===== config.mk =====
export PLATFORM = sky130hd
export DESIGN_NAME = core_idle_ctrl
export DESIGN_NICKNAME = d
export VERILOG_FILES = /design/src/rtl/core_idle_pkg.sv /design/src/rtl/thread_tracker.sv /design/src/rtl/idle_history.sv /design/src/rtl/idle_fsm.sv /design/src/rtl/core_idle_ctrl.sv
export SDC_FILE = /design/constraint.sdc
export NUM_CORES = 1
export LEC_CHECK = 0
export BUFFER_PORTS_ARGS = -buffer_cell sky130_fd_sc_hd__clkbuf_2
export CORE_UTILIZATION = 50
export DETAILED_ROUTE_END_ITERATION = 10
export MAX_ROUTING_LAYER = met4
export PLACE_DENSITY = 0.74
export SLEW_MARGIN = 5
export SYNTH_ARGS = -nofsm -noshare
export SYNTH_HDL_FRONTEND = slang
export SYNTH_SLANG_ARGS = --single-unit

===== constraint.sdc =====
create_clock -name clk -period 5.65 [get_ports clk]
set_input_delay 1.13 -clock clk [delete_from_list [all_inputs] [get_ports clk]]
set_output_delay 1.13 -clock clk [all_outputs]
set_load 0.02 [all_outputs]

===== src/rtl/core_idle_pkg.sv =====
// Shared types for the per-core idle state controller.
// Assumes: the state machine and its top agree on this one encoding.
package core_idle_pkg;
    typedef enum logic [2:0] {
        ST_RUN     = 3'd0,
        ST_LOG     = 3'd1,
        ST_C1      = 3'd2,
        ST_C6      = 3'd3,
        ST_RESTORE = 3'd4
    } idle_st_t;

    localparam logic [1:0] CODE_C0 = 2'b00;
    localparam logic [1:0] CODE_C1 = 2'b01;
    localparam logic [1:0] CODE_C6 = 2'b10;
endpackage


===== src/rtl/thread_tracker.sv =====
// Per-thread halted flags for one core.
// Halts are accepted only while the core runs; wakes always clear and win
// over a halt in the same cycle. Reports when the next mask is all ones.
module thread_tracker #(
    parameter int NTHREADS = 4
) (
    input  logic                clk,
    input  logic                rst_n,
    input  logic                run_phase,
    input  logic [NTHREADS-1:0] halt_req,
    input  logic [NTHREADS-1:0] wake_req,
    output logic [NTHREADS-1:0] halted,
    output logic                all_halt_next
);
    logic [NTHREADS-1:0] mask_q;
    logic [NTHREADS-1:0] mask_d;

    // Next mask: accept halts only in the run phase, wake clears last
    always_comb begin
        if (run_phase) mask_d = (mask_q | halt_req) & ~wake_req;
        else           mask_d = mask_q & ~wake_req;
    end

    // Register the halted flags
    always_ff @(posedge clk) begin
        if (!rst_n) mask_q <= '0;
        else        mask_q <= mask_d;
    end

    assign halted        = mask_q;
    assign all_halt_next = run_phase && (&mask_d);


    halt_ignored_idle_chk: assert property (@(posedge clk) disable iff (!rst_n)
        !run_phase |=> ((mask_q & ~$past(mask_q)) == '0));

    wake_clears_chk: assert property (@(posedge clk) disable iff (!rst_n)
        (wake_req != '0) |=> ((mask_q & $past(wake_req)) == '0));
endmodule


===== src/rtl/idle_history.sv =====
// Saturating busy/idle cycle counters with periodic halving.
// Assumes: cnt_busy and cnt_idle are never high together. Produces the
// idle-fraction test: idle*16 >= frac_min*(idle+busy).
module idle_history #(
    parameter int HIST_W = 8,
    parameter int WINDOW = 512
) (
    input  logic       clk,
    input  logic       rst_n,
    input  logic       cnt_busy,
    input  logic       cnt_idle,
    input  logic [3:0] frac_min,
    output logic       idle_ok
);
    localparam int WIN_W = (WINDOW > 1) ? $clog2(WINDOW) : 1;
    localparam int PW    = HIST_W + 5;
    localparam logic [HIST_W-1:0] HMAX = {HIST_W{1'b1}};
    localparam logic [WIN_W-1:0]  WLAST = WIN_W'(WINDOW - 1);

    logic [HIST_W-1:0] busy_q, idle_q;
    logic [WIN_W-1:0]  win_q;
    logic              counted, wrap;
    logic [PW-1:0]     lhs, rhs;

    assign counted = cnt_busy || cnt_idle;
    assign wrap    = counted && (win_q == WLAST);

    // Window position over counted cycles
    always_ff @(posedge clk) begin
        if (!rst_n)       win_q <= '0;
        else if (wrap)    win_q <= '0;
        else if (counted) win_q <= win_q + 1'b1;
    end

    // Busy and idle counters: halve on wrap, otherwise saturating add
    always_ff @(posedge clk) begin
        if (!rst_n) begin
            busy_q <= '0;
            idle_q <= '0;
        end else if (wrap) begin
            busy_q <= busy_q >> 1;
            idle_q <= idle_q >> 1;
        end else begin
            if (cnt_busy && busy_q != HMAX) busy_q <= busy_q + 1'b1;
            if (cnt_idle && idle_q != HMAX) idle_q <= idle_q + 1'b1;
        end
    end

    // Fraction compare in sixteenths
    always_comb begin
        lhs = PW'({idle_q, 4'b0000});
        rhs = PW'(frac_min) * (PW'(idle_q) + PW'(busy_q));
    end
    assign idle_ok = (lhs >= rhs);


    busy_sat_chk: assert property (@(posedge clk) disable iff (!rst_n)
        (cnt_busy && busy_q == HMAX && !wrap) |=> (busy_q == HMAX));

    idle_sat_chk: assert property (@(posedge clk) disable iff (!rst_n)
        (cnt_idle && idle_q == HMAX && !wrap) |=> (idle_q == HMAX));

    frozen_uncounted_chk: assert property (@(posedge clk) disable iff (!rst_n)
        !counted |=> ($stable(busy_q) && $stable(idle_q)));
endmodule


===== src/rtl/idle_fsm.sv =====
// Core idle state sequencer: run, logging step, clock-gated, power-gated
// and restore. Assumes: all_halt_next is only asserted in the run state.
// Restore holds the clock gate for RESTORE_CYC cycles after power returns.
module idle_fsm
    import core_idle_pkg::*;
#(
    parameter int RESTORE_CYC = 4
) (
    input  logic       clk,
    input  logic       rst_n,
    input  logic       all_halt_next,
    input  logic       any_wake,
    input  logic       deep_ok,
    output idle_st_t   st,
    output logic [1:0] state_code,
    output logic       clk_gate_en,
    output logic       pwr_gate_en,
    output logic       log_pulse
);
    localparam int RC = (RESTORE_CYC < 1) ? 1 : RESTORE_CYC;
    localparam int RW = (RC > 1) ? $clog2(RC) : 1;
    localparam logic [RW-1:0] RLOAD = RW'(RC - 1);

    idle_st_t      st_q, st_d;
    logic [RW-1:0] rcnt_q;

    // Next-state selection
    always_comb begin
        st_d = st_q;
        case (st_q)
            ST_RUN:     if (all_halt_next) st_d = ST_LOG;
            ST_LOG:     st_d = any_wake ? ST_RUN : ST_C1;
            ST_C1:      if (any_wake) st_d = ST_RUN;
                        else if (deep_ok) st_d = ST_C6;
            ST_C6:      if (any_wake) st_d = ST_RESTORE;
            ST_RESTORE: if (rcnt_q == '0) st_d = ST_RUN;
            default:    st_d = ST_RUN;
        endcase
    end

    // State register
    always_ff @(posedge clk) begin
        if (!rst_n) st_q <= ST_RUN;
        else        st_q <= st_d;
    end

    // Restore countdown, loaded on leaving C6
    always_ff @(posedge clk) begin
        if (!rst_n)                                  rcnt_q <= '0;
        else if (st_q == ST_C6 && st_d == ST_RESTORE) rcnt_q <= RLOAD;
        else if (st_q == ST_RESTORE && rcnt_q != '0)  rcnt_q <= rcnt_q - 1'b1;
    end

    // Output decode from the state register
    always_comb begin
        clk_gate_en = (st_q == ST_C1) || (st_q == ST_C6) || (st_q == ST_RESTORE);
        pwr_gate_en = (st_q == ST_C6);
        log_pulse   = (st_q == ST_LOG);
        case (st_q)
            ST_C1:               state_code = CODE_C1;
            ST_C6, ST_RESTORE:   state_code = CODE_C6;
            default:             state_code = CODE_C0;
        endcase
    end

    assign st = st_q;


    pg_needs_cg_chk: assert property (@(posedge clk) disable iff (!rst_n)
        pwr_gate_en |-> clk_gate_en);

    log_one_cycle_chk: assert property (@(posedge clk) disable iff (!rst_n)
        log_pulse |=> !log_pulse);

    c1_after_log_chk: assert property (@(posedge clk) disable iff (!rst_n)
        (st_q == ST_C1 && $past(st_q) != ST_C1) |-> ($past(st_q) == ST_LOG));

    c6_needs_ok_chk: assert property (@(posedge clk) disable iff (!rst_n)
        (st_q == ST_C6 && $past(st_q) == ST_C1) |-> $past(deep_ok));

    power_first_chk: assert property (@(posedge clk) disable iff (!rst_n)
        $fell(pwr_gate_en) |-> clk_gate_en);
endmodule


===== src/rtl/core_idle_ctrl.sv =====
// Top of the per-core idle state controller.
// Combines the thread tracker, the residency history and the sequencer;
// deep entry needs both the interrupt-distance and idle-fraction tests.
module core_idle_ctrl
    import core_idle_pkg::*;
#(
    parameter int NTHREADS    = 4,
    parameter int DIST_W      = 16,
    parameter int HIST_W      = 8,
    parameter int WINDOW      = 512,
    parameter int RESTORE_CYC = 4
) (
    input  logic                clk,
    input  logic                rst_n,
    input  logic [NTHREADS-1:0] halt_req,
    input  logic [NTHREADS-1:0] wake_req,
    input  logic [DIST_W-1:0]   next_irq_dist,
    input  logic [DIST_W-1:0]   irq_dist_min,
    input  logic [3:0]          idle_frac_min,
    output logic [NTHREADS-1:0] halted,
    output logic [1:0]          state_code,
    output logic                clk_gate_en,
    output logic                pwr_gate_en,
    output logic                log_pulse
);
    idle_st_t st;
    logic     all_halt_next, idle_ok, deep_ok, far_enough;

    thread_tracker #(.NTHREADS(NTHREADS)) u_threads (
        .clk           (clk),
        .rst_n         (rst_n),
        .run_phase     (st == ST_RUN),
        .halt_req      (halt_req),
        .wake_req      (wake_req),
        .halted        (halted),
        .all_halt_next (all_halt_next)
    );

    idle_history #(.HIST_W(HIST_W), .WINDOW(WINDOW)) u_hist (
        .clk      (clk),
        .rst_n    (rst_n),
        .cnt_busy ((st == ST_RUN) || (st == ST_LOG)),
        .cnt_idle (st == ST_C1),
        .frac_min (idle_frac_min),
        .idle_ok  (idle_ok)
    );

    // Both deep-entry tests must pass together
    assign far_enough = (next_irq_dist >= irq_dist_min);
    assign deep_ok    = far_enough && idle_ok;

    idle_fsm #(.RESTORE_CYC(RESTORE_CYC)) u_fsm (
        .clk           (clk),
        .rst_n         (rst_n),
        .all_halt_next (all_halt_next),
        .any_wake      (|wake_req),
        .deep_ok       (deep_ok),
        .st            (st),
        .state_code    (state_code),
        .clk_gate_en   (clk_gate_en),
        .pwr_gate_en   (pwr_gate_en),
        .log_pulse     (log_pulse)
    );


    near_irq_blocks_chk: assert property (@(posedge clk) disable iff (!rst_n)
        (state_code == CODE_C1 && !far_enough && wake_req == '0) |=> (state_code == CODE_C1));

    busy_history_blocks_chk: assert property (@(posedge clk) disable iff (!rst_n)
        (state_code == CODE_C1 && !idle_ok && wake_req == '0) |=> (state_code == CODE_C1));

    wake_from_c1_chk: assert property (@(posedge clk) disable iff (!rst_n)
        (state_code == CODE_C1 && wake_req != '0) |=> (state_code == CODE_C0 && !clk_gate_en));
endmodule


==> run_results.csv <==
group,metric,value,unit
power_and_ir_drop,p_per_area,137,nW/um^2
detailed_routing,wl_per_cell,13.3,um
global_route,grtUsageTotal,22.3,%
clock_network,cts-root-buf,"clkbuf_8",
yosys,synth_seq_cells,34,
clock_network,cts.path.max_buffers,2,
run,drv_cap,0,
power_and_ir_drop,swShare,26.3,%
power_and_ir_drop,p_sw,0.151,mW
detailed_routing,vias,3164,
placed_design,gp_congestion,0.836,
layout,fin_area,4200,sq um
sta,finalSetupTns,0,ps
critical_path,cp-start-kind,"register",
critical_path,worstSetupStartpoint,"u_hist.idle_q[0]",
global_route,grt_pass1_wl,13000,um
power_and_ir_drop,peakVddDrop,0.122,mV
power_and_ir_drop,combPwrFrac,17.3,%
global_route,grt_pass1_vias,2986,
sta,worst_pin_slew,737,ps
clock_network,cts_tree,"built",
detailed_routing,via_per_inst,5.44,
layout,n_antenna_cell,0,
critical_path,rrSetupSlack,260,ps
detailed_routing,drtPass1Iterations,4,
yosys,synth_nets,541,
yosys,synth_enable_flop_cells,0,
clock_network,insertion_delay,290,ps
power_and_ir_drop,intPower,0.424,mW
sta,min_period,5390,ps
yosys,postSynthAreaPerCell,8.26,sq um
placed_design,port_buffers,54,
critical_path,reg2reg_depth,24,
placed_design,post-dp-hpwl,6080,um
global_route,overflow,0,
sta,hold_viol,0,
sta,setup_viol,0,
yosys,synth_flop_cell,"dfxtp_1",
global_route,antenna_found_initial,0,
critical_path,endpoint_kind,"register",
critical_path,crit_end,"u_fsm.st[0]",
power_and_ir_drop,total_power,0.575,mW
detailed_routing,drtAntennaViolNets,0,
critical_path,r2r_start,"u_hist.idle_q[0]",
sta,drv_slew,0,
floorplanning,dieArea,7380,sq um
critical_path,path_max_fanout,5,
power_and_ir_drop,pwr-share-seq,43.5,%
detailed_routing,drtIter0Drc,126,
yosys,synthCells,426,
critical_path,r2r_end,"u_fsm.st[0]",
sta,layout_setup_ws,259,ps
floorplanning,start_util,51.8,%
floorplanning,die_h,85.9,um
sta,max_slew_margin,50.8,%
global_route,grt_max_degree,26,
run_status,outcome,"complete, no violations",
clock_network,cts_made_buffers,5,
critical_path,worstPathRequired,5880,ps
critical_path,worst_ep_arrival_time,5620,ps
floorplanning,rows,30,
layout,fin_nets,600,
power_and_ir_drop,cellLeakagePower,2.05,nW
clock_network,clk_pin_slew,80,ps
detailed_routing,totalWireLength,7740,um
sta,finalHoldWorstSlack,493,ps
yosys,seq_area_frac_synth,19.3,%
sta,fin_crit_sh,95.4,%
yosys,yosysWarnings,0,
yosys,async_reset_ff_share,0,%
sta,fmax,185,MHz
clock_network,hold_buffers,0,
layout,drive_above_1_share,21.2,%
layout,syn_to_final_growth,19.2,%
detailed_routing,drc,0,
yosys,netlist-cell-type-count,52,
yosys,mappedNetlistArea,3520,sq um
power_and_ir_drop,clkPwrFrac,39.1,%
placed_design,place_area,3920,sq um
hold_path,hp-class,"reg -> reg",
floorplanning,fp.coreArea,6790,sq um
sta,skew,7.91,ps
critical_path,worstSetupPathType,"reg -> reg",
placed_design,pre_cts_slack,-28.1,ps
floorplanning,die_w,85.9,um
floorplanning,ios,55,
clock_network,cts_max_level,2,
clock_network,cts_sinks,34,
[repair_timing]
item                       4_1_cts  5_1_grt
buffers inserted                 0        1
gates resized for setup          1       33
gates cloned                     0        0
setup endpoints to repair        1        1
pin swaps                        0       20
[placed cells by master, fill, tap and decap left out, types with 3 or more instances in the layout]
master	count
nand2b_1	4
buf_4	7
nor4_1	3
a21oi_2	3
or3_1	6
o31ai_1	3
and2_1	23
o211ai_1	4
nand3_1	5
clkbuf_8	5
clkbuf_2	54
o21a_1	10
a21oi_1	29
xnor2_1	11
ha_1	49
dfxtp_1	31
nand4_1	11
o21ai_0	13
nor2b_1	3
inv_1	43
xor2_1	16
nor3_1	6
nand2_1	35
dfxtp_2	3
nor2_1	25
o211a_1	6
ha_4	5
a21o_1	6
nor3b_1	6
fa_1	14
[critical path: stages (launching register included)]
cell,delay [ps]
dfxtp_2,360
ha_4,130
inv_1,50
fa_2,400
nor2b_2,150
o21ai_2,80
a21boi_2,180
o21a_1,230
nor3_4,70
nor3b_2,210
fa_1,450
fa_1,540
ha_4,220
and3_4,170
a221o_1,320
nor4_2,280
a211oi_2,90
xnor2_1,140
ha_1,320
a21o_1,140
a21oi_2,70
a2111oi_2,330
o21ai_1,120
a21oi_1,140
a31o_1,150
[power groups by stage]
stage | clock, mW | sequential (mW) | combinational, mW
2_1_floorplan | 0 | 0.256 | 0.0588
3_3_place_gp | 0 | 0.255 | 0.0922
3_5_place_dp | 0 | 0.256 | 0.0959
4_1_cts | 0.230 | 0.250 | 0.0967
5_1_grt | 0.239 | 0.251 | 0.115
6_report | 0.225 | 0.251 | 0.0998
[registers in the layout, indices dropped and copies added, names as in the netlist]
signal,cells
u_fsm.rcnt_q,2
u_fsm.st,3
u_hist.busy_q,8
u_hist.idle_q,8
u_hist.win_q,9
u_threads.halted,4
[synthesized netlist by cell type, types with 2 or more instances]
cell type	count	area share (%)
o21a_1	10	2.1
a31oi_1	2	0.36
fa_1	15	8.5
nor3_1	7	1.0
clkbuf_1	7	0.75
o21ai_0	16	2.3
and2_1	23	4.1
o22ai_1	2	0.36
a21o_1	6	1.3
dfxtp_1	34	19
o211ai_1	4	0.85
or3_1	6	1.1
o31ai_1	3	0.64
a21oi_1	31	4.4
nand3_1	5	0.71
o211a_1	6	1.7
and3_1	3	0.53
xor2_1	16	4.0
a2111oi_0	3	0.75
nor3b_1	7	1.5
nand2b_1	4	0.71
nor2b_1	4	0.71
inv_1	43	4.6
o2111ai_1	2	0.50
mux2i_1	2	0.57
nand2_1	35	3.7
ha_1	54	19
nand4_1	11	2.0
xnor2_1	13	3.2
nor2_1	27	2.9
or2_2	2	0.36
nor4_1	3	0.53
[kinds of logic (layout without fill, tap and decap cells)]
group	Yosys count	count (layout)	share of synthesized area, %
compound gates	95	95	17.7
xor+xnor	29	29	7.22
fa+ha+maj	69	69	27.7
buf+inv	52	112	5.58
flops	34	34	19.3
mux	2	2	0.569
simple gates	145	145	21.9
[metal layers]
layer / wire [um] / GRT usage (%)
met5: 0 / -
met4: 46 / 3.33
met3: 315 / 3.56
met2: 3770 / 38.6
met1: 3610 / 27.9
[how the worst min path moves through the flow]
stage | from | end | slack [ps] | cells after the start
floorplan | u_hist.win_q[5] | u_hist.win_q[5] | 450 | 2
global placement | u_hist.win_q[5] | u_hist.win_q[5] | 470 | 2
detailed placement | u_hist.win_q[5] | u_hist.win_q[5] | 480 | 2
CTS | u_hist.win_q[5] | u_hist.win_q[5] | 490 | 2
global route | u_hist.win_q[7] | u_hist.win_q[7] | 520 | 2
finish | u_hist.win_q[5] | u_hist.win_q[5] | 490 | 2
[through the flow]
step | cells | util (%)
global route | 582 | 61.7
CTS | 581 | 59.4
floorplan | 426 | -
detailed placement | 573 | 57.7
finish | 582 | 61.7
global placement | 573 | 57.7
[layout make-up]
class                   instances  area (sq um)
clock inverters                 3          45.0
multi-input cells             340          2790
well taps                      96           120
fillers                       611          2600
inverters                      43           161
repair buffers                 61           323
flip-flops and latches         34           684
clock buffers                   5          68.8
Note: power is estimated with default switching activity, not from simulation.
